`config.mk`:
```
export PLATFORM = sky130hd
export DESIGN_NAME = mdio_mgmt_ctrl
export DESIGN_NICKNAME = d
export VERILOG_FILES = /design/src/rtl/mdio_mgmt_pkg.sv /design/src/rtl/mdio_mdc_gen.sv /design/src/rtl/mdio_frame_engine.sv /design/src/rtl/mdio_host_regs.sv /design/src/rtl/mdio_mgmt_ctrl.sv
export SDC_FILE = /design/constraint.sdc
export NUM_CORES = 1
export LEC_CHECK = 0
export ABC_AREA = 1
export CORE_UTILIZATION = 47
export DETAILED_ROUTE_END_ITERATION = 7
export HOLD_SLACK_MARGIN = 0.12
export PLACE_DENSITY = 0.7
export SLEW_MARGIN = 0
export SYNTH_ARGS = -nofsm -noshare
export SYNTH_HDL_FRONTEND = slang
export SYNTH_SLANG_ARGS = --single-unit
```
`constraint.sdc`:
```
create_clock -name clk -period 4.8 [get_ports clk]
set_input_delay 0.96 -clock clk [delete_from_list [all_inputs] [get_ports clk]]
set_output_delay 0.96 -clock clk [all_outputs]
set_load 0.01 [all_outputs]
```
`src/rtl/mdio_mgmt_pkg.sv`:
```
package mdio_mgmt_pkg;
  localparam int FRAME_BITS = 64;
  localparam int IDX_W      = 6;
  localparam int TA_IDX     = 46;
  localparam int DATA_IDX   = 48;
  localparam int OP_BIT     = 26;
  localparam int RVALID_BIT = 27;
  localparam int BUSY_BIT   = 28;

  typedef struct packed {
    logic        op_rd;
    logic [4:0]  regnum;
    logic [4:0]  phy;
    logic [15:0] data;
  } mdio_cmd_t;

  function automatic logic [FRAME_BITS-1:0] build_frame(input mdio_cmd_t c);
    logic [1:0] op;
    logic [1:0] ta;
    op = c.op_rd ? 2'b10 : 2'b01;
    ta = c.op_rd ? 2'b11 : 2'b10;
    return {32'hFFFF_FFFF, 2'b01, op, c.phy, c.regnum, ta, c.data};
  endfunction
endpackage

```
`src/rtl/mdio_mdc_gen.sv`:
```
module mdio_mdc_gen #(
  parameter int CLK_DIV = 64
) (
  input  logic clk,
  input  logic rst_n,
  input  logic run,
  output logic mdc,
  output logic rise_ev,
  output logic fall_ev
);
  localparam int HALF = CLK_DIV / 2;
  localparam int CW   = (HALF > 1) ? $clog2(HALF) : 1;

  logic [CW-1:0] cnt_q, cnt_d;
  logic          mdc_q, mdc_d;
  logic          edge_ev;

  assign edge_ev = run && (cnt_q == CW'(HALF - 1));
  assign rise_ev = edge_ev && !mdc_q;
  assign fall_ev = edge_ev && mdc_q;
  assign mdc     = mdc_q;

  always_comb begin
    cnt_d = cnt_q;
    mdc_d = mdc_q;
    if (!run) begin
      cnt_d = '0;
      mdc_d = 1'b0;
    end else if (edge_ev) begin
      cnt_d = '0;
      mdc_d = ~mdc_q;
    end else begin
      cnt_d = cnt_q + 1'b1;
    end
  end

  always_ff @(posedge clk or negedge rst_n) begin
    if (!rst_n) begin
      cnt_q <= '0;
      mdc_q <= 1'b0;
    end else begin
      cnt_q <= cnt_d;
      mdc_q <= mdc_d;
    end
  end

  // clock parked low whenever the engine is idle
  assert_mdc_idle_low_R4: assert property (@(posedge clk) disable iff (!rst_n)
    !run |=> !mdc_q);

  // MDC only toggles while the engine runs
  assert_mdc_toggle_run_R4: assert property (@(posedge clk) disable iff (!rst_n)
    $rose(mdc_q) |-> $past(run));
endmodule

```
`src/rtl/mdio_frame_engine.sv`:
```
module mdio_frame_engine
  import mdio_mgmt_pkg::*;
(
  input  logic        clk,
  input  logic        rst_n,
  input  logic        start,
  input  mdio_cmd_t   cmd,
  input  logic        rise_ev,
  input  logic        fall_ev,
  input  logic        mdio_i,
  output logic        busy,
  output logic        rvalid,
  output logic [15:0] rd_data,
  output logic        mdio_o,
  output logic        mdio_oe
);
  logic                  busy_q, busy_d;
  logic                  rvalid_q, rvalid_d;
  logic                  rd_op_q, rd_op_d;
  logic                  oe_q, oe_d;
  logic [IDX_W-1:0]      idx_q, idx_d;
  logic [FRAME_BITS-1:0] sr_q, sr_d;
  logic [15:0]           rd_q, rd_d;
  logic [IDX_W:0]        idx_nxt;

  assign idx_nxt = {1'b0, idx_q} + 1'b1;

  always_comb begin
    busy_d   = busy_q;
    rvalid_d = rvalid_q;
    rd_op_d  = rd_op_q;
    oe_d     = oe_q;
    idx_d    = idx_q;
    sr_d     = sr_q;
    rd_d     = rd_q;
    if (start) begin
      busy_d   = 1'b1;
      rvalid_d = 1'b0;
      rd_op_d  = cmd.op_rd;
      oe_d     = 1'b1;
      idx_d    = '0;
      sr_d     = build_frame(cmd);
      rd_d     = '0;
    end else if (busy_q) begin
      if (rise_ev && rd_op_q && (idx_q >= IDX_W'(DATA_IDX)))
        rd_d = {rd_q[14:0], mdio_i};
      if (fall_ev) begin
        if (idx_q == IDX_W'(FRAME_BITS - 1)) begin
          busy_d   = 1'b0;
          rvalid_d = rd_op_q;
          oe_d     = 1'b0;
        end else begin
          idx_d = idx_nxt[IDX_W-1:0];
          sr_d  = {sr_q[FRAME_BITS-2:0], 1'b0};
          oe_d  = !(rd_op_q && (idx_nxt >= (IDX_W+1)'(TA_IDX)));
        end
      end
    end
  end

  always_ff @(posedge clk or negedge rst_n) begin
    if (!rst_n) begin
      busy_q   <= 1'b0;
      rvalid_q <= 1'b0;
      rd_op_q  <= 1'b0;
      oe_q     <= 1'b0;
      idx_q    <= '0;
      sr_q     <= '0;
      rd_q     <= '0;
    end else begin
      busy_q   <= busy_d;
      rvalid_q <= rvalid_d;
      rd_op_q  <= rd_op_d;
      oe_q     <= oe_d;
      idx_q    <= idx_d;
      sr_q     <= sr_d;
      rd_q     <= rd_d;
    end
  end

  assign busy    = busy_q;
  assign rvalid  = rvalid_q;
  assign rd_data = rd_q;
  assign mdio_o  = sr_q[FRAME_BITS-1];
  assign mdio_oe = oe_q;

  // a frame can only be launched from idle
  assert_start_idle_R3: assert property (@(posedge clk) disable iff (!rst_n)
    start |-> !busy_q);

  // pin value holds except right after a falling MDC edge
  assert_mdio_hold_R5: assert property (@(posedge clk) disable iff (!rst_n)
    (busy_q && $past(busy_q) && !$past(fall_ev)) |-> $stable(sr_q[FRAME_BITS-1]));

  // busy ends only at the falling edge after the last bit
  assert_busy_end_R8: assert property (@(posedge clk) disable iff (!rst_n)
    $fell(busy_q) |-> ($past(fall_ev) && ($past(idx_q) == IDX_W'(FRAME_BITS - 1))));

  // read-valid rises only when a read frame completes
  assert_rvalid_rise_R8: assert property (@(posedge clk) disable iff (!rst_n)
    $rose(rvalid_q) |-> ($fell(busy_q) && $past(rd_op_q)));

  // a new command drops read-valid
  assert_rvalid_clear_R9: assert property (@(posedge clk) disable iff (!rst_n)
    start |=> !rvalid_q);
endmodule

```
`src/rtl/mdio_host_regs.sv`:
```
module mdio_host_regs
  import mdio_mgmt_pkg::*;
(
  input  logic        clk,
  input  logic        rst_n,
  input  logic        reg_addr,
  input  logic        reg_wen,
  input  logic [31:0] reg_wdata,
  input  logic        busy,
  input  logic        rvalid,
  input  logic [15:0] rd_data,
  output logic        start,
  output mdio_cmd_t   new_cmd,
  output logic [31:0] reg_rdata
);
  mdio_cmd_t  cmd_q, cmd_d;
  logic [4:0] own_q, own_d;
  logic [15:0] data_view;

  assign new_cmd = mdio_cmd_t'(reg_wdata[OP_BIT:0]);
  assign start   = reg_wen && !reg_addr && !busy;

  always_comb begin
    cmd_d = start ? new_cmd : cmd_q;
    own_d = (reg_wen && reg_addr) ? reg_wdata[4:0] : own_q;
  end

  always_ff @(posedge clk or negedge rst_n) begin
    if (!rst_n) begin
      cmd_q <= '0;
      own_q <= '0;
    end else begin
      cmd_q <= cmd_d;
      own_q <= own_d;
    end
  end

  assign data_view = cmd_q.op_rd ? rd_data : cmd_q.data;

  always_comb begin
    if (reg_addr)
      reg_rdata = {27'd0, own_q};
    else
      reg_rdata = {3'd0, busy, rvalid, cmd_q.op_rd, cmd_q.regnum, cmd_q.phy, data_view};
  end

  // stored command fields stay put while the engine is busy
  assert_cmd_hold_R3: assert property (@(posedge clk) disable iff (!rst_n)
    busy |=> $stable(cmd_q));

  // own-address register takes the low five bits written
  assert_own_addr_R10: assert property (@(posedge clk) disable iff (!rst_n)
    (reg_wen && reg_addr) |=> (own_q == $past(reg_wdata[4:0])));
endmodule

```
`src/rtl/mdio_mgmt_ctrl.sv`:
```
module mdio_mgmt_ctrl
  import mdio_mgmt_pkg::*;
#(
  parameter int CLK_DIV = 64
) (
  input  logic        clk,
  input  logic        rst_n,
  input  logic        reg_addr,
  input  logic        reg_wen,
  input  logic [31:0] reg_wdata,
  output logic [31:0] reg_rdata,
  output logic        mdc,
  input  logic        mdio_i,
  output logic        mdio_o,
  output logic        mdio_oe
);
  logic [1:0]  rst_sync_q;
  logic        rst_int_n;
  logic        start;
  mdio_cmd_t   new_cmd;
  logic        busy;
  logic        rvalid;
  logic [15:0] rd_data;
  logic        rise_ev;
  logic        fall_ev;

  always_ff @(posedge clk or negedge rst_n) begin
    if (!rst_n) rst_sync_q <= 2'b00;
    else        rst_sync_q <= {rst_sync_q[0], 1'b1};
  end
  assign rst_int_n = rst_sync_q[1];

  mdio_host_regs u_regs (
    .clk       (clk),
    .rst_n     (rst_int_n),
    .reg_addr  (reg_addr),
    .reg_wen   (reg_wen),
    .reg_wdata (reg_wdata),
    .busy      (busy),
    .rvalid    (rvalid),
    .rd_data   (rd_data),
    .start     (start),
    .new_cmd   (new_cmd),
    .reg_rdata (reg_rdata)
  );

  mdio_mdc_gen #(.CLK_DIV(CLK_DIV)) u_mdc (
    .clk     (clk),
    .rst_n   (rst_int_n),
    .run     (busy),
    .mdc     (mdc),
    .rise_ev (rise_ev),
    .fall_ev (fall_ev)
  );

  mdio_frame_engine u_eng (
    .clk     (clk),
    .rst_n   (rst_int_n),
    .start   (start),
    .cmd     (new_cmd),
    .rise_ev (rise_ev),
    .fall_ev (fall_ev),
    .mdio_i  (mdio_i),
    .busy    (busy),
    .rvalid  (rvalid),
    .rd_data (rd_data),
    .mdio_o  (mdio_o),
    .mdio_oe (mdio_oe)
  );
endmodule

```
==> reports/results.tsv <==
stage	metric	value	unit
outcome	outcome	complete, no violations	
detailed_routing	# DRC	0	
clocking	H-tree depth	4	
finish	Total Nets Final	681	
clocking	Root Buffer	clkbuf_16	
logic_synthesis	Yosys warning count	0	
sta	Final min period	3.913	ns
clocking	Clock Latency Late Sink	0.41	ns
critical_path	Reg-to-Reg End	u_eng.sr_q[38]	
logic_synthesis	mux cell area share after synthesis	0.008217	
finish	Area Overhead vs Synth	22.80	%
detailed_routing	Antenna Nets Post-Route	0	
min_path	worst hold endpoint	rst_sync_q[1]	
sta	final hold vios	0	
logic_synthesis	post-synthesis xor/xnor area fraction	0	
logic_synthesis	synthesized area	5482	um2
floorplanning	Horiz. Die Dim	110.0	um
global_route	global-route wire length before repair	19000	um
clocking	Worst-path clk slew	0.06	ns
clocking	TritonCTS Sinks	129	
min_path	hold path cells	0	
global_route	total congestion overflow	0	
finish	layout cells sized above 1	0.08576	
detailed_routing	post-DR wirelength/cell	14.10	um
placement	DP HPWL	7075	um
critical_path	Worst EP arrival	2.95	ns
logic_synthesis	register bit total from synthesis	129	
job	max-cap violation count	0	
logic_synthesis	EDFF count, synth	0	
sta	Period Utilization, post-route	0.8152	
finish	fillcell total	934	
sta	Setup Skew	0.009736	ns
logic_synthesis	Yosys cell types	32	
finish	most frequent cells in the layout	nand2_1 (136), dfrtp_1 (128), inv_1 (78)	
power_and_ir_drop	PwrDens	362.6	nW/um2
floorplanning	Die ar.	12100	um2
logic_synthesis	complex-gate fraction of the synthesized area	0.1292	
finish	leading cell type in the layout, fill and taps excluded	nand2_1	
power_and_ir_drop	VDD IR-drop max	0.2103	mV
sta	Slew @ Worst Pin	0.9925	ns
logic_synthesis	ys flop type	dfrtp_1	
min_path	worst hold-check path type	reg -> reg	
floorplanning	initial core utilization	0.4821	
floorplanning	Core Footprint	11370	um2
critical_path	CP Class	in -> out	
detailed_routing	Post-Route WL	11230	um
logic_synthesis	main combinational cell family by area after synthesis	simple AND/OR/NAND/NOR gates	
sta	Rel. slew slack	0.3383	
min_path	HP Start	rst_sync_q[0]	
critical_path	Reg2Reg Setup Slack	2.11	ns
logic_synthesis	Avg Inst Size Synth	9.435	um2
clocking	CTS max path bufs	2	
sta	RSZ-0062 raised after global routing	no	
global_route	largest net degree at the start of global routing	80	
critical_path	R2R depth	10	
floorplanning	die height	110.0	um
critical_path	Reg-to-Reg Start	u_mdc.cnt_q[0]	
logic_synthesis	Mapped Cells	581	
finish	ANT cells	0	
critical_path	WP data required	3.84	ns
logic_synthesis	sequential area share after synthesis	0.5889	
clocking	TritonCTS clock tree	built	
logic_synthesis	share of async-settable or async-resettable flops after synthesis	1.000	
detailed_routing	drt pass-1 iters	4	
logic_synthesis	simple-gate share of the synthesized area	0.1735	
finish	post-route cell area	6731	um2
sta	Achievable Freq	0.2555	GHz
critical_path	CP Max Fanout	20	
clocking	PostCTS Resize Cnt	0	
sta	hold slack	0.3641	ns
clocking	Post-CTS Hold Buffers	0	
sta	Finish-stage setup viols	0	
critical_path	Critical Path End Type	output port	
placement	Cell Area, Placed	6151	um2
logic_synthesis	Post-Synth Adder-Cell Area	0.009130	
detailed_routing	1st-iter DRT viols	246	
critical_path	CP startpoint kind	input port	
global_route	gr usage total	0.2065	
placement	global placer's final weighted congestion	0.7683	
detailed_routing	DR vias/cell	5.239	
floorplanning	Rows	39	
detailed_routing	routed via count	4170	
power_and_ir_drop	Leak Pwr	3.305	nW
sta	final slew viol count	0	
sta	Post-Route Setup TNS	0	ns
clocking	number of post-CTS setup repair buffers	0	
clocking	CTS Buf Count	17	
global_route	antenna violations before repair	0	
global_route	vias in the first global route	4011	
placement	buffers added on ports	63	
floorplanning	io pins	72	
## Yosys cell counts, types with 4 or more instances
library cell | number | area (um2)
buf_2 | 10 | 50.05
clkbuf_1 | 5 | 18.77
o21ai_0 | 29 | 145.1
a21oi_1 | 27 | 135.1
ha_1 | 4 | 50.05
buf_4 | 10 | 75.07
a22oi_1 | 32 | 240.2
inv_1 | 78 | 292.8
o211ai_1 | 5 | 37.54
dfrtp_1 | 129 | 3228
o22ai_1 | 18 | 112.6
nand2_1 | 136 | 510.5
nand3_1 | 34 | 170.2
mux2_2 | 4 | 45.04
nor2_1 | 31 | 116.4
## how the worst max path moves through the flow
| stage | startpoint | endpoint | cells after the start |
|---|---|---|---|
| finish | reg_addr | reg_rdata[15] | 6 |
| global route | reg_addr | reg_rdata[11] | 6 |
| detailed placement | reg_addr | reg_rdata[11] | 6 |
| floorplan | rst_sync_q[1] | u_eng.busy | 0 |
| CTS | reg_addr | reg_rdata[11] | 6 |
| global placement | reg_addr | reg_rdata[15] | 6 |
## logic make-up (layout without fill, tap and decap cells)
logic type | Yosys count | after routing
other | 2 | 4
and+or+nand+nor | 214 | 214
muxes | 4 | 4
DFF | 129 | 129
adders and majority gates | 4 | 4
buffers and inverters | 111 | 181
AOI/OAI and AO/OA | 117 | 117
## flip-flops by register name, indices dropped and copies added, names as in the netlist
name	count
u_regs.cmd_q	27
u_eng.rvalid	1
u_eng.busy	1
u_regs.own_q	5
u_mdc.cnt_q	5
u_mdc.mdc	1
u_eng.idx_q	6
rst_sync_q	2
u_eng.mdio_oe	1
u_eng.rd_data	16
u_eng.sr_q	64
## layer usage
metal	vias up	global-route usage	wire length, um
met3	13	0.04292	390
met4	0	0.07048	149
li1	1999	-	-
met5	-	0	0
met1	2063	0.2768	5111
met2	95	0.3353	5574
## power breakdown
group / leakage [nW] / internal (mW) / switching (mW)
registers: 1.32 / 1.10 / 0.0157
logic: 1.72 / 0.0453 / 0.0340
clock network: 0.268 / 0.777 / 0.473
total: 3.30 / 1.92 / 0.523
## cell type report
| class | count | area, um2 | area share |
|---|---|---|---|
| multi-input cells | 343 | 1769 | 0.2628 |
| inverters | 82 | 310.3 | 0.04610 |
| clock buffers | 19 | 442.9 | 0.06580 |
| clock inverters | 13 | 137.6 | 0.02045 |
| flip-flops and latches | 129 | 3232 | 0.4801 |
| repair buffers | 67 | 660.6 | 0.09814 |
| well taps | 143 | 178.9 | 0.02658 |
## critical path: stages
cell and delay (ns):
clkdlybuf4s50_1 0.39, buf_4 0.22, inv_1 0.44, o21ai_0 0.19, a21oi_1 0.18, clkdlybuf4s50_1 0.56
## stage by stage
| stage | std cells | total power [mW] | setup WS, ns | util |
|---|---|---|---|---|
| floorplan | 583 | 1.158 | 0.9399 | - |
| global placement | 764 | 1.210 | 0.9212 | 0.5410 |
| detailed placement | 764 | 1.211 | 0.9088 | 0.5410 |
| CTS | 796 | 2.463 | 0.9112 | 0.5921 |
| global route | 796 | 2.522 | 0.7338 | 0.5921 |
| finish | 796 | 2.441 | 0.8868 | 0.5921 |
Note: power is estimated with default switching activity, not from simulation.
